==> src/rtl/tfifo_pkg.sv <==
package tfifo_pkg;

    localparam int TF_DATA_W = 8;

    typedef logic [TF_DATA_W-1:0] byte_t;

    typedef enum logic {
        TRIG_ENTRY_EMPTY = 1'b0,
        TRIG_ALL_EMPTY   = 1'b1
    } trig_e;

    typedef struct packed {
        logic  vld;
        byte_t dat;
    } slot_t;

    function automatic logic pick_trigger(trig_e sel, logic entry_empty, logic all_empty);
        return (sel == TRIG_ALL_EMPTY) ? all_empty : entry_empty;
    endfunction

endpackage

==> src/rtl/tfifo_stage.sv <==
module tfifo_stage
    import tfifo_pkg::*;
(
    input  logic  clk,
    input  logic  rst,
    input  logic  load,
    input  byte_t in_dat,
    input  logic  leave,
    output slot_t slot
);

    always_ff @(posedge clk) begin
        if (rst) begin
            slot <= '0;
        end else begin
            slot.vld <= load | (slot.vld & ~leave);
            if (load) begin
                slot.dat <= in_dat;
            end
        end
    end

    // An occupied stage that is not handing on keeps its byte
    assert_stage_hold_R2: assert property (@(posedge clk) disable iff (rst)
        (slot.vld && !leave) |=> (slot.vld && $stable(slot.dat)));

endmodule

==> src/rtl/tfifo_flow.sv <==
module tfifo_flow #(
    parameter int DEPTH = 4
) (
    input  logic [DEPTH-1:0] vld,
    input  logic             take,
    input  logic             wr_en,
    output logic [DEPTH-1:0] mv,
    output logic             wr_acc
);

    always_comb begin
        mv[DEPTH-1] = vld[DEPTH-1] & take;
        for (int i = DEPTH - 2; i >= 0; i--) begin
            mv[i] = vld[i] & (~vld[i+1] | mv[i+1]);
        end
        wr_acc = wr_en & (~vld[0] | mv[0]);
    end

endmodule

==> src/rtl/tfifo_events.sv <==
module tfifo_events
    import tfifo_pkg::*;
#(
    parameter int DEPTH = 4
) (
    input  logic             clk,
    input  logic             rst,
    input  logic [DEPTH-1:0] vld,
    input  logic             wr_en,
    input  logic             wr_acc,
    input  trig_e            irq_trig,
    input  trig_e            dma_trig,
    output logic             buf_empty,
    output logic             irq,
    output logic             dma_req,
    output logic             overflow
);

    logic entry_empty;
    logic all_empty;

    assign entry_empty = ~vld[0];
    assign all_empty   = ~|vld;
    assign buf_empty   = entry_empty;
    assign irq         = pick_trigger(irq_trig, entry_empty, all_empty);
    assign dma_req     = pick_trigger(dma_trig, entry_empty, all_empty) & ~wr_acc;

    always_ff @(posedge clk) begin
        if (rst) begin
            overflow <= 1'b0;
        end else if (wr_en && !wr_acc) begin
            overflow <= 1'b1;
        end
    end

    assert_accept_fills_entry_R4: assert property (@(posedge clk) disable iff (rst)
        wr_acc |=> !buf_empty);

    assert_drop_flags_R3: assert property (@(posedge clk) disable iff (rst)
        (wr_en && !wr_acc) |=> overflow);

    assert_overflow_sticky_R3: assert property (@(posedge clk) disable iff (rst)
        overflow |=> overflow);

endmodule

==> src/rtl/tx_fifo_dualempty.sv <==
module tx_fifo_dualempty
    import tfifo_pkg::*;
#(
    parameter int DEPTH = 4
) (
    input  logic       clk,
    input  logic       rst,
    input  logic       wr_en,
    input  logic [7:0] wr_byte,
    input  logic       tx_take,
    output logic       tx_valid,
    output logic [7:0] tx_byte,
    input  logic       irq_sel,
    input  logic       dma_sel,
    output logic       buf_empty,
    output logic       irq,
    output logic       dma_req,
    output logic       overflow
);

    localparam int LAST = DEPTH - 1;

    slot_t            slots [DEPTH];
    logic [DEPTH-1:0] vld;
    logic [DEPTH-1:0] mv;
    logic             wr_acc;

    for (genvar g = 0; g < DEPTH; g++) begin : g_stage
        assign vld[g] = slots[g].vld;
        if (g == 0) begin : g_entry
            tfifo_stage u_stage (
                .clk    (clk),
                .rst    (rst),
                .load   (wr_acc),
                .in_dat (wr_byte),
                .leave  (mv[g]),
                .slot   (slots[g])
            );
        end else begin : g_inner
            tfifo_stage u_stage (
                .clk    (clk),
                .rst    (rst),
                .load   (mv[g-1]),
                .in_dat (slots[g-1].dat),
                .leave  (mv[g]),
                .slot   (slots[g])
            );
        end
    end

    tfifo_flow #(.DEPTH(DEPTH)) u_flow (
        .vld    (vld),
        .take   (tx_take),
        .wr_en  (wr_en),
        .mv     (mv),
        .wr_acc (wr_acc)
    );

    tfifo_events #(.DEPTH(DEPTH)) u_events (
        .clk       (clk),
        .rst       (rst),
        .vld       (vld),
        .wr_en     (wr_en),
        .wr_acc    (wr_acc),
        .irq_trig  (trig_e'(irq_sel)),
        .dma_trig  (trig_e'(dma_sel)),
        .buf_empty (buf_empty),
        .irq       (irq),
        .dma_req   (dma_req),
        .overflow  (overflow)
    );

    assign tx_valid = slots[LAST].vld;
    assign tx_byte  = slots[LAST].dat;

    assert_exit_stable_R8: assert property (@(posedge clk) disable iff (rst)
        (tx_valid && !tx_take) |=> (tx_valid && $stable(tx_byte)));

    assert_dma_drop_on_write_R7: assert property (@(posedge clk) disable iff (rst)
        (wr_en && buf_empty) |-> !dma_req);

    assert_irq_all_mode_R6: assert property (@(posedge clk) disable iff (rst)
        (irq_sel && tx_valid) |-> !irq);

    assert_occupancy_R2: assert property (@(posedge clk) disable iff (rst)
        (wr_acc && !(tx_take && tx_valid)) |=> ($countones(vld) == $past($countones(vld)) + 1));

endmodule

==> config.mk <==
export PLATFORM = sky130hd
export DESIGN_NAME = tx_fifo_dualempty
export DESIGN_NICKNAME = d
export VERILOG_FILES = /design/src/rtl/tfifo_pkg.sv /design/src/rtl/tfifo_stage.sv /design/src/rtl/tfifo_flow.sv /design/src/rtl/tfifo_events.sv /design/src/rtl/tx_fifo_dualempty.sv
export SDC_FILE = /design/constraint.sdc
export NUM_CORES = 1
export LEC_CHECK = 0
export ABC_AREA = 1
export CORE_ASPECT_RATIO = 1.2
export CORE_MARGIN = 10
export CORE_UTILIZATION = 44
export DETAILED_ROUTE_END_ITERATION = 10
export GPL_TIMING_DRIVEN = 0
export HOLD_SLACK_MARGIN = 0.03
export MAX_ROUTING_LAYER = met4
export PLACE_DENSITY = 0.73
export SYNTH_ARGS = -nofsm -noshare
export SYNTH_HDL_FRONTEND = slang
export SYNTH_HIERARCHICAL = 1
export SYNTH_SLANG_ARGS = --single-unit
==> constraint.sdc <==
create_clock -name clk -period 1.4 [get_ports clk]
set_input_delay 0.28 -clock clk [delete_from_list [all_inputs] [get_ports clk]]
set_output_delay 0.28 -clock clk [all_outputs]
set_load 0.02 [all_outputs]
==> results.md <==
- Outcome: complete, but fails checks
- Failing checks: negative setup slack
- 1st-pass router iterations: 4
- First-pass GRT wire length: around 4.9 mm
- Setup TNS: -0.321 ns
- Clk_skew: 0.00856 ns
- HP Start: tx_take
- Hold Path End: g_stage[3].g_inner.u_stage/slot[8]
- Slew @ Worst Pin: approximately 0.41 ns
- Most common cell after layout, fill and taps aside: nor2_1
- Chip width: 70.5 um
- Dpl ws: -0.958 ns
- Vias in the first global route: ~1200
- Slew HR: 0.724
- Commonest non-fill, non-tap cells in the layout: nor2_1 (66), dfxtp_1 (33), o21ai_0 (27)
- Detail Placement HPWL: around 2 mm
- Antenna violations before repair: 0
- Vias per inst: 4.85
- Crit path DAT: 1.35 ns
- PwrDens: about 1200 nW/um^2
- Hold Path Depth: 6
- Core Region: approximately 2900 um^2
- Max-slew violations: 0
- Mean Syn Cell Area: between 7 and 8 um^2
- Cells after DPL: 238
- Worst vdd ir: ~0.98 mV
- Filler instances: approximately 280
- Tot GR Track Use: 0.110
- Synth cell types: 11
- Area of the multi-input gates: between 500 and 600 um^2
- WS Path Type: reg2out
- IO Pins: 27
- Final WS setup: -0.234 ns
- Number of violations reported at the end of detailed-routing iteration 0: 52
- Synthesis-to-layout area growth: 36.4%
- FF-to-FF End: g_stage[1].g_inner.u_stage/slot[7]
- Final #Nets: 235
- Final hold viol count: 0
- Final Util: 0.640
- R2R Path Start: g_stage[3].g_inner.u_stage/slot[8]
- Grt ovf: 0
- Die area: ~5700 um^2
- GPL Wtd Cong: between 0.6 and 0.7
- Power consumption: 2250 uW
- Mapped Area: approximately 1300 um^2
- CTS Sinks: 37
- Fin crit period: roughly 1.6 ns
- CP required: 1.12 ns
- Syn. warnings: 6
- Mapped Nets: 192
- Diode count: 0
- TritonCTS clock tree: yes
- Tcrit/Tclk final: 1.17
- Setup violators final: 2
- Syn Inst Count: ~180
- Row count: 21
- Reg-to-reg setup timing slack: about 0.050 ns
- Worst skew pair latency: between 0.3 and 0.4 ns
- # port buffers: 26
- Die H: just over 80 um
- Clk buf depth: 2
- Register area: ~750 um^2
- FF+latch count, synth: 37
- Worst hold path class: in2reg
- Cts bufs inserted: 5
- CP Max Fanout: 4
- Number of hold buffers added after CTS: 0
- Remaining antenna violation count after routing: 0
- Highest Clock Rate: 0.612 GHz
- H-tree depth: 2
- Routed len/inst: around 12 um
- Layout cells sized above 1: 0.199
- Initial Utilization: 0.470
- Post-route DRC: 0
- CP endpoint kind: output port
- Sequential cell area fraction in the yosys report: 0.551
- Worst reg-to-reg path cell count: 7
- Drt total wl: a little over 3 mm
- Clock Root Buffer: clkbuf_4
- Fin cells: ~260
- Worst setup SP type: flip-flop
- RSZ-0062 raised after global routing: true
- Largest net degree at the start of global routing: 12
- Static Leakage: 0.000877 uW
- Max-Cap Viols: 0
- Worst-path clk slew: approximately 0.1 ns
- DR vias: roughly 1200
==> how the worst max path moves through the flow <==
stage | end | depth (start not counted) | startpoint | slack, ns
2_1_floorplan | dma_req | 4 | g_stage[3].g_inner.u_stage/slot[8] | 0.001
6_report | dma_req | 5 | g_stage[3].g_inner.u_stage/slot[8] | -0.23
5_1_grt | dma_req | 5 | g_stage[3].g_inner.u_stage/slot[8] | -0.29
4_1_cts | dma_req | 5 | g_stage[3].g_inner.u_stage/slot[8] | -0.22
3_5_place_dp | dma_req | 7 | tx_take | -0.96
3_3_place_gp | dma_req | 7 | tx_take | -0.92
==> worst max-delay path: stages (launching register included) <==
cell	delay, ns
dfxtp_4	0.38
nand4_1	0.15
nor2_2	0.18
nor2_4	0.05
a21oi_2	0.12
buf_6	0.13
==> synthesized netlist by cell type <==
cell | number | area share
inv_2 | 4 | 0.011
nand4_1 | 1 | 0.0047
a21boi_0 | 1 | 0.0056
a21oi_1 | 1 | 0.0037
nand2_1 | 9 | 0.025
o21ai_0 | 33 | 0.12
nor2_1 | 69 | 0.19
inv_1 | 17 | 0.047
nand3_1 | 1 | 0.0037
dfxtp_1 | 37 | 0.55
a21oi_2 | 5 | 0.033
==> area by class of cell <==
type / instances / share of cell area
clock inverter: 2 / 0.0191
tap: 34 / 0.0232
multi-input combinational: 120 / 0.307
timing repair inverter: 2 / 0.00682
timing repair buffer: 34 / 0.166
sequential: 37 / 0.409
inverter: 21 / 0.0484
clock buffer: 5 / 0.0205
==> sequential cells by signal, indices dropped and copies added (netlist names) <==
register                      flops
g_stage.g_inner.u_stage/slot     27
g_stage.g_entry.u_stage/slot      9
u_events/overflow                 1
==> layer usage <==
layer | wire [um] | vias to the layer above | track usage
met3 | 164 | 4 | 0.0504
li1 | - | 647 | -
met1 | 1290 | 559 | 0.0960
met5 | 0 | - | -
met2 | 1560 | 26 | 0.196
met4 | 55 | 0 | 0.0534
==> repair_timing <==
action	CTS	global route
gates cloned	1	1
hold endpoints to repair	0	0
resized for setup	43	15
setup buffers	10	1
pin swaps	8	9
setup endpoints to repair	31	13
==> power breakdown <==
| part | internal, uW | total (uW) | switching, uW | leakage, uW |
|---|---|---|---|---|
| combinational | 155 | 370 | 215 | 0.000528 |
| sequential | 1140 | 1180 | 45.6 | 0.000307 |
| clock | 364 | 702 | 338 | 0.0000410 |
==> metrics by stage <==
stage / instance area (um^2) / hold slack, ns
global placement: 1650 / 0.452
finish: 1830 / 0.427
detailed placement: 1650 / 0.464
floorplan: 1350 / 0.342
CTS: 1810 / 0.411
global route: 1830 / 0.438
==> logic make-up (layout without fill, tap and decap cells) <==
group / Yosys count / after routing / share of synthesized area
AO/OA/AOI/OAI: 40 / 40 / 0.165
buffers and inverters: 21 / 64 / 0.0586
AND/OR/NAND/NOR: 80 / 80 / 0.226
flip-flops: 37 / 37 / 0.551
(Power assumes the default switching activity.)
